==> config.mk <==
export PLATFORM = sky130hd
export DESIGN_NAME = brclk_pwrdn_ctrl
export DESIGN_NICKNAME = d
export VERILOG_FILES = /design/src/rtl/brpd_pkg.sv /design/src/rtl/brpd_wake_sync.sv /design/src/rtl/brpd_mode_reg.sv /design/src/rtl/brpd_branch_gate.sv /design/src/rtl/brpd_base_status.sv /design/src/rtl/brclk_pwrdn_ctrl.sv
export SDC_FILE = /design/constraint.sdc
export NUM_CORES = 1
export LEC_CHECK = 0
export BUFFER_PORTS_ARGS = -buffer_cell sky130_fd_sc_hd__clkbuf_2
export CORE_AREA = 3 3 89 91
export CTS_BUF_LIST = sky130_fd_sc_hd__clkbuf_4 sky130_fd_sc_hd__clkbuf_8 sky130_fd_sc_hd__clkbuf_16
export CTS_CLUSTER_SIZE = 30
export DETAILED_ROUTE_END_ITERATION = 16
export DIE_AREA = 0 0 92 94
export PLACE_DENSITY = 0.69
export SLEW_MARGIN = 20
export SYNTH_ARGS = -nofsm -noshare
export SYNTH_HDL_FRONTEND = slang
export SYNTH_SLANG_ARGS = --single-unit
==> constraint.sdc <==
create_clock -name clk_i -period 1.8 [get_ports clk_i]
set_clock_uncertainty 0.2 [all_clocks]
set_input_delay 0.36 -clock clk_i [delete_from_list [all_inputs] [get_ports clk_i]]
set_output_delay 0.36 -clock clk_i [all_outputs]
set_load 0.005 [all_outputs]
==> src/rtl/brpd_pkg.sv <==
package brpd_pkg;
  localparam int unsigned PM_OFF   = 32'h0;
  localparam int unsigned STAT_OFF = 32'h4;

  typedef enum logic [1:0] {
    SEL_NONE,
    SEL_PM,
    SEL_STAT
  } reg_sel_e;
endpackage

==> src/rtl/brpd_wake_sync.sv <==
module brpd_wake_sync #(
  parameter int unsigned SYNC_STAGES = 2
) (
  input  logic clk_i,
  input  logic rst_ni,
  input  logic irq_i,
  output logic evt_o
);
  localparam int unsigned MSB = SYNC_STAGES - 1;

  logic [SYNC_STAGES-1:0] sync_q;
  logic                   prev_q;

  generate
    if (SYNC_STAGES == 1) begin : g_one
      always_ff @(posedge clk_i or negedge rst_ni)
        if (!rst_ni) sync_q <= '0;
        else         sync_q <= irq_i;
    end else begin : g_chain
      always_ff @(posedge clk_i or negedge rst_ni)
        if (!rst_ni) sync_q <= '0;
        else         sync_q <= {sync_q[SYNC_STAGES-2:0], irq_i};
    end
  endgenerate

  always_ff @(posedge clk_i or negedge rst_ni)
    if (!rst_ni) prev_q <= 1'b0;
    else         prev_q <= sync_q[MSB];

  assign evt_o = sync_q[MSB] & ~prev_q;

  // edge detect yields single-cycle pulses
  a_r4_evt_single: assert property (@(posedge clk_i) disable iff (!rst_ni)
    evt_o |=> !evt_o);
endmodule

==> src/rtl/brpd_mode_reg.sv <==
module brpd_mode_reg (
  input  logic clk_i,
  input  logic rst_ni,
  input  logic wr_i,
  input  logic wdata_i,
  input  logic wake_evt_i,
  output logic pd_o
);
  logic pd_q;

  // wake-up wins over a same-cycle write
  always_ff @(posedge clk_i or negedge rst_ni)
    if (!rst_ni)         pd_q <= 1'b0;
    else if (wake_evt_i) pd_q <= 1'b0;
    else if (wr_i)       pd_q <= wdata_i;

  assign pd_o = pd_q;

  a_r4_wake_clears: assert property (@(posedge clk_i) disable iff (!rst_ni)
    wake_evt_i |=> !pd_o);
  a_r6_wake_beats_write: assert property (@(posedge clk_i) disable iff (!rst_ni)
    (wake_evt_i && wr_i && wdata_i) |=> !pd_o);
  a_r5_write_takes: assert property (@(posedge clk_i) disable iff (!rst_ni)
    (wr_i && !wake_evt_i) |=> (pd_o == $past(wdata_i)));
  a_r5_hold: assert property (@(posedge clk_i) disable iff (!rst_ni)
    (!wr_i && !wake_evt_i) |=> $stable(pd_o));
endmodule

==> src/rtl/brpd_branch_gate.sv <==
module brpd_branch_gate #(
  parameter int unsigned NUM_BR = 52
) (
  input  logic [NUM_BR-1:0] run_i,
  input  logic [NUM_BR-1:0] wake_en_i,
  input  logic              pd_i,
  output logic [NUM_BR-1:0] en_o
);
  generate
    for (genvar b = 0; b < NUM_BR; b++) begin : g_br
      assign en_o[b] = run_i[b] & ~(pd_i & wake_en_i[b]);
    end
  endgenerate
endmodule

==> src/rtl/brpd_base_status.sv <==
module brpd_base_status #(
  parameter int unsigned NUM_BASE    = 13,
  parameter int unsigned BR_PER_BASE = 4
) (
  input  logic                              clk_i,
  input  logic                              rst_ni,
  input  logic [NUM_BASE*BR_PER_BASE-1:0]   en_i,
  output logic [NUM_BASE-1:0]               stat_o
);
  logic [NUM_BASE-1:0] stat_q;

  generate
    for (genvar j = 0; j < NUM_BASE; j++) begin : g_base
      always_ff @(posedge clk_i or negedge rst_ni)
        if (!rst_ni) stat_q[j] <= 1'b1;
        else         stat_q[j] <= |en_i[j*BR_PER_BASE +: BR_PER_BASE];

      // a zero status bit means every branch of the base was off
      a_r7_zero_means_idle: assert property (@(posedge clk_i) disable iff (!rst_ni)
        !stat_q[j] |-> ($past(en_i[j*BR_PER_BASE +: BR_PER_BASE]) == '0));
    end
  endgenerate

  assign stat_o = stat_q;
endmodule

==> src/rtl/brclk_pwrdn_ctrl.sv <==
module brclk_pwrdn_ctrl
  import brpd_pkg::*;
#(
  parameter int unsigned NUM_BASE    = 13,
  parameter int unsigned BR_PER_BASE = 4,
  parameter int unsigned ADDR_W      = 8,
  parameter int unsigned DATA_W      = 32,
  parameter int unsigned SYNC_STAGES = 2
) (
  input  logic                            clk_i,
  input  logic                            rst_ni,
  input  logic [ADDR_W-1:0]               bus_addr_i,
  input  logic [DATA_W-1:0]               bus_wdata_i,
  input  logic                            bus_we_i,
  output logic [DATA_W-1:0]               bus_rdata_o,
  input  logic [NUM_BASE*BR_PER_BASE-1:0] br_run_i,
  input  logic [NUM_BASE*BR_PER_BASE-1:0] br_wake_en_i,
  input  logic                            wake_irq_i,
  output logic [NUM_BASE*BR_PER_BASE-1:0] br_en_o
);
  localparam int unsigned NUM_BR = NUM_BASE * BR_PER_BASE;

  reg_sel_e            sel;
  logic                pm_wr;
  logic                wake_evt;
  logic                pd;
  logic [NUM_BASE-1:0] stat;
  logic                unused_wdata;

  assign unused_wdata = ^bus_wdata_i[DATA_W-1:1];

  always_comb begin
    sel = SEL_NONE;
    if (bus_addr_i == ADDR_W'(PM_OFF))        sel = SEL_PM;
    else if (bus_addr_i == ADDR_W'(STAT_OFF)) sel = SEL_STAT;
  end

  assign pm_wr = bus_we_i && (sel == SEL_PM);

  brpd_wake_sync #(.SYNC_STAGES(SYNC_STAGES)) u_sync (
    .clk_i (clk_i),
    .rst_ni(rst_ni),
    .irq_i (wake_irq_i),
    .evt_o (wake_evt)
  );

  brpd_mode_reg u_mode (
    .clk_i     (clk_i),
    .rst_ni    (rst_ni),
    .wr_i      (pm_wr),
    .wdata_i   (bus_wdata_i[0]),
    .wake_evt_i(wake_evt),
    .pd_o      (pd)
  );

  brpd_branch_gate #(.NUM_BR(NUM_BR)) u_gate (
    .run_i    (br_run_i),
    .wake_en_i(br_wake_en_i),
    .pd_i     (pd),
    .en_o     (br_en_o)
  );

  brpd_base_status #(.NUM_BASE(NUM_BASE), .BR_PER_BASE(BR_PER_BASE)) u_stat (
    .clk_i (clk_i),
    .rst_ni(rst_ni),
    .en_i  (br_en_o),
    .stat_o(stat)
  );

  always_comb begin
    unique case (sel)
      SEL_PM:   bus_rdata_o = DATA_W'(pd);
      SEL_STAT: bus_rdata_o = DATA_W'(stat);
      default:  bus_rdata_o = '0;
    endcase
  end

  a_r2_gated_off: assert property (@(posedge clk_i) disable iff (!rst_ni)
    pd |-> ((br_wake_en_i & br_en_o) == '0));
  a_r2_unflagged_run: assert property (@(posedge clk_i) disable iff (!rst_ni)
    pd |-> ((~br_wake_en_i & br_en_o) == (~br_wake_en_i & br_run_i)));
  a_r3_normal_run: assert property (@(posedge clk_i) disable iff (!rst_ni)
    !pd |-> (br_en_o == br_run_i));
endmodule

# After elaboration in Yosys (flattened, before gate mapping)
# Index checks and enable logic that the tools add are counted.
# W data, S select, Z words.
dict set report totals {
  ramBits 0
  latch_bits 0
  reg_bits 17
  elab_cells 198
  output_inout_bits 84
  romBits 0
  n_memories 0
}
dict set report op_classes {
  n_div 0
  n_bitwise 158
  mux 5
  n_eq_ne 3
  shift 0
  mul 0
  order_cmp 0
  n_reduce_logical 16
  addsub 0
}
# op count
set op_table {}
lappend op_table {{$and A1 B1 Y1} 105}
lappend op_table {{$not A1 Y1} 53}
lappend op_table {{$reduce_or A4 Y1} 13}
lappend op_table {{$pmux W13 S2} 1}
lappend op_table {{$eq A8 B3 Y1 const B} 1}
lappend op_table {{$logic_not A8 Y1} 1}
lappend op_table {{$mux W2} 2}
lappend op_table {{$eq A2 B1 Y1 const B} 1}
lappend op_table {{$eq A2 B2 Y1 const B} 1}
lappend op_table {{$mux W1} 2}
lappend op_table {{$reduce_bool A2 Y1} 1}
lappend op_table {{$logic_and A1 B1 Y1} 1}

# Longest topological paths before layout
# Gate-level depths: netlist (run 1).
dict set report depth {
  word_depth 7
  depth_mapped 4
  depth_no_buf 3
}

# Modules after synthesis
# Synthesis (run 1) repeated with hierarchy kept, for this count alone.
dict set report unflattened {
  cells_unflattened 144
  area_unflattened_um2 1378.8
}
# mod seq_area_each_um2 cells_each instances area_each_um2
set modules_own_cells {}
lappend modules_own_cells {brpd_base_status 341.6 26 1 439.2}
lappend modules_own_cells {brpd_branch_gate 0.0 57 1 415.4}
lappend modules_own_cells {brclk_pwrdn_ctrl 0.0 54 1 396.6}
lappend modules_own_cells {brpd_wake_sync 75.1 4 1 88.8}
lappend modules_own_cells {brpd_mode_reg 25.0 3 1 38.8}

# Least setup slack after synthesis (run 1)
# OpenSTA, ideal clock, no wires.
dict set report synth_path {
  kind {input to output}
  start {input bus_addr_i[5]}
  end {output bus_rdata_o[10]}
  cell_stages 4
  t_required_ns 1.240
  n_path_buf 1
  arrival_time_ns 1.368
  path_slack_ns -0.128
  path_cell_list {or4_4 -> nor3_4 -> buf_6 -> and2_1}
}
dict set report synth_via {
  elab_chain_len 5
}
# element line
set synth_rtl {}
lappend synth_rtl {{start, declared} brclk_pwrdn_ctrl.sv:12} ;# input logic [ADDR_W-1:0] bus_addr_i,
lappend synth_rtl {{$eq A8 B3 Y1} brclk_pwrdn_ctrl.sv:35} ;# else if (bus_addr_i == ADDR_W'(STAT_OFF)) sel = SEL_STAT;
lappend synth_rtl {{$mux W2} brclk_pwrdn_ctrl.sv:35}
lappend synth_rtl {{$mux W2 (*)} brclk_pwrdn_ctrl.sv:34} ;# if (bus_addr_i == ADDR_W'(PM_OFF)) sel = SEL_PM;
lappend synth_rtl {{$eq A2 B2 Y1 / $eq A2 B1 Y1 (equally long branches)} brclk_pwrdn_ctrl.sv:71} ;# unique case (sel)
lappend synth_rtl {{$pmux W13 S2 (*)} brclk_pwrdn_ctrl.sv:71}
lappend synth_rtl {{end, declared} brclk_pwrdn_ctrl.sv:15} ;# output logic [DATA_W-1:0] bus_rdata_o,
# Mark *: on every way between the ends. The rest lies on a longest branch, timed or not.

# Final worst setup path (run 1)
dict set report layout_path {
  start {input bus_addr_i[5]}
  end {output bus_rdata_o[9]}
}
# Same word-level chain as after synthesis.

==> flow_summary.yaml, run 1 <==
detailed_routing:
  antenna_left: 0
  routed-via-count: 1738
  drt_pre_antenna_iters: 4
  avgViaCountPerCell: 4.032
  wl_um: 6119
  remaining_drc_errors: 0
  drt_iter0_markers: 17
  wl_per_cell_um: 14.20
grt:
  met1_usage_pct: 12.85
  grt_start_max_net_pins: 29
  grt_usage_pct: 10.71
  busiest_layer: "met2"
  antenna_found_initial: 0
  met3_usage_pct: 1.843
  grt_pass1_wl_um: 7396
  grt_pass1_vias: 1576
  overflow: 0
  met2_usage_pct: 19.28
finish:
  final_cell_mix: "clkbuf_2, a21boi_2, buf_2"
  postLayoutCoreUtil_pct: 39.96
  diodes: 0
  final_common_cell: "clkbuf_2"
  syn_to_final_growth_pct: 123.9
  drive_above_1_share_pct: 83.13
  layoutNonFillerInstCount: 431
  layout.nets: 481
hold_path:
  min_path_type: "input pin to register"
sta:
  timing.hold.ws_ns: 0.1296
  fin_crit_sh_pct: 120.8
  postLayoutSetupSlackWorst_ns: -0.3739
  fin_setup_tns_ns: -6.054
  max_freq_ghz: 0.4600
  finalSetupViolations: 51
  finalMaxSlewViolations: 0
  rsz0062_at_grt: "yes"
  layout_min_cycle_time_ns: 2.174
  finalHoldViolCount: 0
power_and_ir_drop:
  ir_drop_mv: 0.1160
  p_comb_share_pct: 35.1
  clockPowerShare_pct: 27.1
  power_density_nw_per_um2: 369.9
  total_leakage_power_uw: 0.001549
  switching_power_uw: 290.5
  p_int_uw: 775.9
  switching_share_pct: 27.24
  seqPwrFrac_pct: 37.8
logic_synthesis:
  synthCells: 133
  syn_area_um2: 1287
  yosysUniqueCellTypes: 19
  yosys_warnings: 0
  avgSynthCellArea_um2: 9.680
  yosysSeqAreaShare_pct: 34.31
  synth-seq-cells: 17
placed_design:
  port_buffers: 181
  place_ws_ns: -0.3787
  dpl.hpwl_um: 4625
  dp_cells: 412
  gp_congestion: 0.6877
setup_path:
  crit_required_ns: 1.24
  critical_path_class: "input pin to output port"
  crit_path_end_kind: "output port"
  crit_fanout: 6
  worst_setup_path_start_kind: "input pin"
  critical_path_arrival_ns: 1.61
floorplanning:
  row_count: 31
  die_width_um: 92
  initial_utilization_pct: 17.85
  die_h_um: 94
  coreArea_um2: 7214
  pin_count: 232
  die-area_um2: 8648
cts:
  cts.sinks: 17
  path_clk_slew_ns: 0.07
  cts_root_buf: "clkbuf_8"
  cts_tree: "done"
  cts_buffer_depth: 2
  clk_latency_ns: 0.25
  htreeDepth: 1
  cts_made_buffers: 3
run_status:
  outcome: "finished, violations left"
  violations: "setup timing"
job:
  drv_cap: 0
[synthesized netlist by cell type (all sizes together)]
cell type,n,share of area [%]
or4,14,8.5
nor3,2,1.7
inv,2,0.58
conb,1,0.29
nand2b,1,0.49
nor4,1,0.97
or3,1,0.49
and2,12,5.8
dfrtp,4,7.8
buf,26,14
mux2i,2,1.6
dfstp,13,27
a21boi,52,30
nand2,2,0.58
[final timing paths]
| kind | start | end | slack (ns) | cells past startpoint |
|---|---|---|---|---|
| setup / recovery | bus_addr_i[5] | bus_rdata_o[9] | -0.37 | 6 |
| hold / removal | bus_wdata_i[0] | u_mode.pd_o | 0.13 | 3 |
| setup reg to reg | u_mode.pd_o | u_stat.stat_o[4] | 0.05 | 5 |
| hold reg to reg | u_sync.sync_q[0] | u_sync.sync_q[1] | 0.15 | 0 |
| max in group asynchronous | rst_ni | u_stat.stat_o[12] | 0.69 | 2 |
| min in group asynchronous | rst_ni | u_sync.sync_q[1] | 0.38 | 2 |
[worst max-delay path, cell delays in order]
cell      delay [ns]
clkbuf_2        0.08
or4_4           0.55
nor3_4          0.24
buf_6           0.15
and2_4          0.13
clkbuf_2        0.10
[timing repair]
| item | CTS | global route |
|---|---|---|
| endpoints found under the hold margin | 4 | 1 |
| buffers inserted | 1 | 10 |
| endpoints found under the setup margin | 63 | 65 |
| gates cloned | 0 | 3 |
| pin swaps | 3 | 13 |
| hold buffers | 1 | 1 |
| resized for setup | 64 | 93 |
[through the flow]
step	power, uW	area [um2]
after floorplan	523.2	1355
after global placement	690.3	2276
after detailed placement	695.4	2276
after CTS	1010	2426
after global routing	1125	2883
final	1066	2883
[routing by layer]
layer  vias up  routed length [um]
met4         0                  55
met2        91                3409
met3         6                 493
met5         -                   0
met1       801                2160
li1        840                   -
[flip-flops by register name, indices dropped and copies added, names as in the netlist]
| name | flops |
|---|---|
| u_mode.pd_o | 1 |
| u_stat.stat_o | 13 |
| u_sync.prev_q | 1 |
| u_sync.sync_q | 2 |
[layout make-up]
class | count | area, um2
multi-input cells | 106 | 1045
clock buffers | 3 | 41.29
clock inverters | 1 | 5.005
well taps | 99 | 123.9
repair buffers | 203 | 1217
flip-flops and latches | 17 | 442.9
inverters | 2 | 7.507
fillers | 733 | 4332
[power by group through the flow]
stage	logic, uW	clock network (uW)	registers [uW]
3_5_place_dp	286	0	409
5_1_grt	410	310	405
4_1_cts	312	295	403
3_3_place_gp	281	0	409
2_1_floorplan	115	0	408
6_report	374	289	404
[cell families after synthesis]
| family | Yosys count | synth area share [%] |
|---|---|---|
| AO/OA/AOI/OAI | 52 | 30.32 |
| AND/OR/NAND/NOR | 33 | 18.46 |
| buffers and inverters | 28 | 15.06 |
| flip-flops | 17 | 34.31 |
| multiplexers | 2 | 1.555 |
| other | 1 | 0.2913 |
No activity file was read; power rests on OpenSTA's default activity.
==> run 2, diff against run 1 <==
--- a/config.mk
+++ b/config.mk
@@ -12,6 +12,7 @@
 export DETAILED_ROUTE_END_ITERATION = 16
 export DIE_AREA = 0 0 92 94
 export PLACE_DENSITY = 0.69
+export RECOVER_POWER = 100
 export SLEW_MARGIN = 20
 export SYNTH_ARGS = -nofsm -noshare
 export SYNTH_HDL_FRONTEND = slang
==> run 2 against run 1 <==
  * The run still ends with setup timing left
  * Final cell count unchanged
  * Largest cell class unchanged
  * Die area unchanged
  * Via count about the same
  * Highest routed layer unchanged
  * First-iteration DRC count down 18%
==> flow_summary.yaml, run 2 (synthesized netlist as in run 1, its figures left out) <==
finish:
  final_common_cell: "clkbuf_2"
  final_cell_mix: "clkbuf_2, a21boi_2, buf_2"
  design_area_um2: 2851
  syn_to_final_growth_pct: 121.5
  diodes: 0
  layout.nets: 481
  largest_reg_flops: 13
  drive_above_1_share_pct: 82.23
sta:
  layout_min_cycle_time_ns: 2.174
  max-slew-margin-rel_pct: 38.51
  finalSetupViolations: 52
  rsz0062_at_grt: "yes"
  fin_crit_sh_pct: 120.8
  finalHoldViolCount: 0
  postLayoutSetupSlackWorst_ns: -0.3739
  max_freq_ghz: 0.4600
  finalMaxSlewViolations: 0
  worst_pin_slew_ns: 0.9223
setup_path:
  worst_setup_path_start_kind: "input pin"
  crit_path_end_kind: "output port"
  critical_path_arrival_ns: 1.61
  crit_fanout: 6
  cp-startpoint: "bus_addr_i[5]"
  crit_required_ns: 1.24
  rr_startpoint: "u_mode.pd_o"
  critical_path_class: "input pin to output port"
floorplanning:
  initial_utilization_pct: 17.85
  die_width_um: 92
  pin_count: 232
  coreArea_um2: 7214
  die-area_um2: 8648
  row_count: 31
  die_h_um: 94
power_and_ir_drop:
  ir_drop_mv: 0.1159
  seqPwrFrac_pct: 37.9
  switching_share_pct: 27.27
  switching_power_uw: 290.6
  clockPowerShare_pct: 27.1
  power_density_nw_per_um2: 373.7
  total_leakage_power_uw: 0.001538
  p_int_uw: 775.0
  p_comb_share_pct: 35.0
grt:
  overflow: 0
  grt_start_max_net_pins: 29
  grt_pass1_wl_um: 7396
  grt_pass1_vias: 1576
  grt_usage_pct: 10.71
  antenna_found_initial: 0
cts:
  path_clk_slew_ns: 0.07
  cts_buffer_depth: 2
  cts_root_buf: "clkbuf_8"
  htreeDepth: 1
  cts_made_buffers: 3
  clk_latency_ns: 0.25
  cts_tree: "done"
  cts.sinks: 17
placed_design:
  dpl.hpwl_um: 4625
  gp_congestion: 0.6877
  port_buffers: 181
  place_ws_ns: -0.3787
  dpl_cell_area_um2: 2276
detailed_routing:
  antenna_left: 0
  routed-via-count: 1737
  wl_um: 6121
  drt_iter0_markers: 14
  avgViaCountPerCell: 4.030
  drt_pre_antenna_iters: 4
  remaining_drc_errors: 0
  wl_per_cell_um: 14.20
job:
  drv_cap: 0
run_status:
  violations: "setup timing"
  outcome: "finished, violations left"
hold_path:
  min_path_type: "input pin to register"
  min_from: "bus_wdata_i[0]"
[run 2: changes by cell type in the layout (fill, tap and decap cells not counted), sizes merged]
cell	change
clkbuf	+3
buf	-3
[run 2: critical path: stages]
cell      delay [ns]
clkbuf_2        0.08
or4_4           0.55
nor3_4          0.24
buf_6           0.15
and2_4          0.13
clkbuf_2        0.10
[run 2: layout make-up]
cell class,count,area (um2)
Clock buffer,3,41.29
Clock inverter,1,5.005
Fill cell,738,4363
Inverter,2,7.507
Multi-Input combinational cell,106,1045
Sequential cell,17,441.7
Tap cell,99,123.9
Timing Repair Buffer,203,1187
[run 2: repair_timing]
action,in CTS,in global routing
cloned,0,3
endpoints found under the hold margin,4,1
endpoints found under the setup margin,63,65
hold buffers,1,1
buffers inserted,1,10
gates resized for setup,64,93
pin swaps,3,13
[run 2: stage by stage]
step                      instances  setup TNS [ns]  hold WS [ns]  utilization (%)  total power [uW]
final                           431          -6.879        0.1331            39.52              1066
after global routing            431          -10.25        0.1613            39.52              1124
after CTS                       418          -4.559      0.002769            33.63              1010
after detailed placement        412          -4.529        0.1161            31.55             695.4
after global placement          412          -4.226        0.1095            31.55             690.3
after floorplan                 151          -1.320       -0.1356                -             523.2
[run 2: routing by layer]
| metal | wire, um | global-route usage [%] | up-vias |
|---|---|---|---|
| met5 | 0 | 0 | - |
| met4 | 55 | 3.589 | 0 |
| met3 | 493 | 1.843 | 6 |
| met2 | 3404 | 19.28 | 91 |
| met1 | 2168 | 12.85 | 800 |
| li1 | - | - | 840 |
[run 2: power by group through the flow]
| stage | sequential, uW | combinational [uW] | clock, uW |
|---|---|---|---|
| 2_1_floorplan | 408 | 115 | 0 |
| 6_report | 404 | 373 | 289 |
| 4_1_cts | 403 | 312 | 295 |
| 5_1_grt | 404 | 409 | 310 |
| 3_3_place_gp | 409 | 281 | 0 |
| 3_5_place_dp | 409 | 286 | 0 |
[run 2: worst paths after layout]
path / endpoint / slack (ns) / cells after the start
worst min register to register: u_sync.sync_q[1] / 0.15 / 0
max in group asynchronous: u_sync.prev_q / 0.28 / 2
min in group asynchronous: u_mode.pd_o / 0.57 / 2
worst max register to register: u_stat.stat_o[4] / -0.02 / 5
worst max-delay path: bus_rdata_o[9] / -0.37 / 6
worst min-delay path: u_mode.pd_o / 0.13 / 3
==> run 3, diff against run 2 <==
--- a/config.mk
+++ b/config.mk
@@ -11,7 +11,6 @@
 export CTS_CLUSTER_SIZE = 30
 export DETAILED_ROUTE_END_ITERATION = 16
 export DIE_AREA = 0 0 92 94
-export PLACE_DENSITY = 0.69
 export RECOVER_POWER = 100
 export SLEW_MARGIN = 20
 export SYNTH_ARGS = -nofsm -noshare
==> run 3 against run 2 <==
  * The run still ends with setup timing left
  * Sequential power about the same
  * Final cell count decreased by 2.8%
  * Wire length decreased by 8.5%
  * Highest routed layer unchanged
  * Non-clock buffer count decreased by 12
  * Cell area decreased by 7.8%
==> flow_summary.yaml, run 3 (synthesized netlist as in run 1, its figures left out) <==
cts:
  cts_made_buffers: 3
  cts.sinks: 17
  clk_latency_ns: 0.25
  cts_buffer_depth: 2
  cts_root_buf: "clkbuf_8"
  cts_tree: "done"
  htreeDepth: 1
  path_clk_slew_ns: 0.06
placed_design:
  dp_cells: 411
  dpl_cell_area_um2: 2243
  gp_congestion: 0.7508
  port_buffers: 181
  dpl.hpwl_um: 4518
power_and_ir_drop:
  power_density_nw_per_um2: 393.8
  total_leakage_power_uw: 0.001413
  ir_drop_mv: 0.1395
setup_path:
  crit_fanout: 6
  critPathTopFamily: "simple AND/OR/NAND/NOR gates"
  worst_path_max_delay_cell: "or4_4"
  crit_required_ns: 1.24
  critical_path_arrival_ns: 1.61
  critical_path_class: "input pin to output port"
  crit_path_end_kind: "output port"
  cp_num_buf_inv: 3
  max_stage_delay_ns: 0.54
  cp_common_cell: "buf_6"
  worst_setup_path_start_kind: "input pin"
  crit_chain: "clkbuf_2 -> or4_4 -> nor3_4 -> buf_6 -> and2_4 -> buf_6"
floorplanning:
  pin_count: 232
  coreArea_um2: 7214
  initial_utilization_pct: 17.85
  die_h_um: 94
  die-area_um2: 8648
  die_width_um: 92
  row_count: 31
run_status:
  violations: "setup timing"
  outcome: "finished, violations left"
grt:
  overflow: 0
  grt_usage_pct: 11.29
  grt_pass1_vias: 1701
  grt_start_max_net_pins: 33
  antenna_found_initial: 0
  grt_pass1_wl_um: 7790
job:
  drv_cap: 0
finish:
  layout.nets: 469
  syn_to_final_growth_pct: 104.2
  fillers: 750
  postLayoutCoreUtil_pct: 36.44
  seqCellArea_um2: 442.9
  layoutNonFillerInstCount: 419
  multi_input_area_um2: 942.2
  diodes: 0
  final_cell_mix: "clkbuf_2, a21boi_2, conb_1"
  design_area_um2: 2629
  largest_reg_flops: 13
  final_common_cell: "clkbuf_2"
  drive_above_1_share_pct: 83.13
sta:
  postLayoutSetupSlackWorst_ns: -0.3692
  fin_crit_sh_pct: 120.5
  layout_min_cycle_time_ns: 2.169
  finalSetupViolations: 58
  timing.hold.ws_ns: 0.02031
  rsz0062_at_grt: "yes"
  finalHoldViolCount: 0
  max_freq_ghz: 0.4610
  finalMaxSlewViolations: 0
hold_path:
  min_path_type: "input pin to register"
detailed_routing:
  antenna_left: 0
  wl_per_cell_um: 13.37
  avgViaCountPerCell: 4.103
  drt_pre_antenna_iters: 4
  routed-via-count: 1719
  remaining_drc_errors: 0
  wl_um: 5601
  drt_iter0_markers: 26
run 3: final timing paths:
check,end,depth (start not counted),from,slack [ns]
max,bus_rdata_o[10],6,bus_addr_i[6],-0.37
min,u_sync.sync_q[0],1,wake_irq_i,0.02
max reg2reg,u_stat.stat_o[2],4,u_mode.pd_o,0.06
min reg2reg,u_sync.sync_q[1],0,u_sync.sync_q[0],0.15
max in group asynchronous,u_stat.stat_o[0],2,rst_ni,0.68
min in group asynchronous,u_sync.prev_q,2,rst_ni,0.39
run 3: worst register-to-register path: stages (launching register included):
cell and delay, ns:
dfrtp_2 0.36, buf_4 0.11, buf_4 0.27, a21boi_1 0.15
or4_1 0.56
run 3: layer usage:
layer / GRT usage (%) / vias to the layer above / part of all wire (%)
met3: 2.324 / 4 / 9.5
met5: 0 / - / 0
li1: - / 820 / -
met1: 11.40 / 782 / 33
met2: 22.26 / 113 / 57
met4: 4.703 / 0 / 1.3
run 3: timing repair:
item / 4_1_cts / 5_1_grt
endpoints found under the hold margin: 4 / 0
pin swaps: 0 / 11
hold buffers: 1 / 0
gates cloned: 0 / 1
setup buffers: 1 / 1
gates resized for setup: 40 / 100
setup endpoints to repair: 48 / 63
run 3: layout make-up:
| class | count | area share, % |
|---|---|---|
| repair buffers | 191 | 40.46 |
| multi-input cells | 106 | 35.84 |
| flip-flops and latches | 17 | 16.85 |
| well taps | 99 | 4.712 |
| clock buffers | 4 | 1.856 |
| inverters | 2 | 0.2856 |
run 3: power by group:
group          switching (uW)  total (uW)  internal [uW]
combinational             140         335            195
sequential               3.13         404            400
clock                     125         297            172
total                     267        1040            768
run 3: stage by stage:
| stage | power (uW) | setup TNS [ns] | worst slack [ns] |
|---|---|---|---|
| 4_1_cts | 1022 | -4.619 | -0.3618 |
| 6_report | 1035 | -7.058 | -0.3692 |
| 3_5_place_dp | 695.9 | -4.569 | -0.3629 |
| 5_1_grt | 1115 | -12.13 | -0.4331 |
| 3_3_place_gp | 690.1 | -4.579 | -0.3619 |
| 2_1_floorplan | 523.2 | -1.320 | -0.1272 |
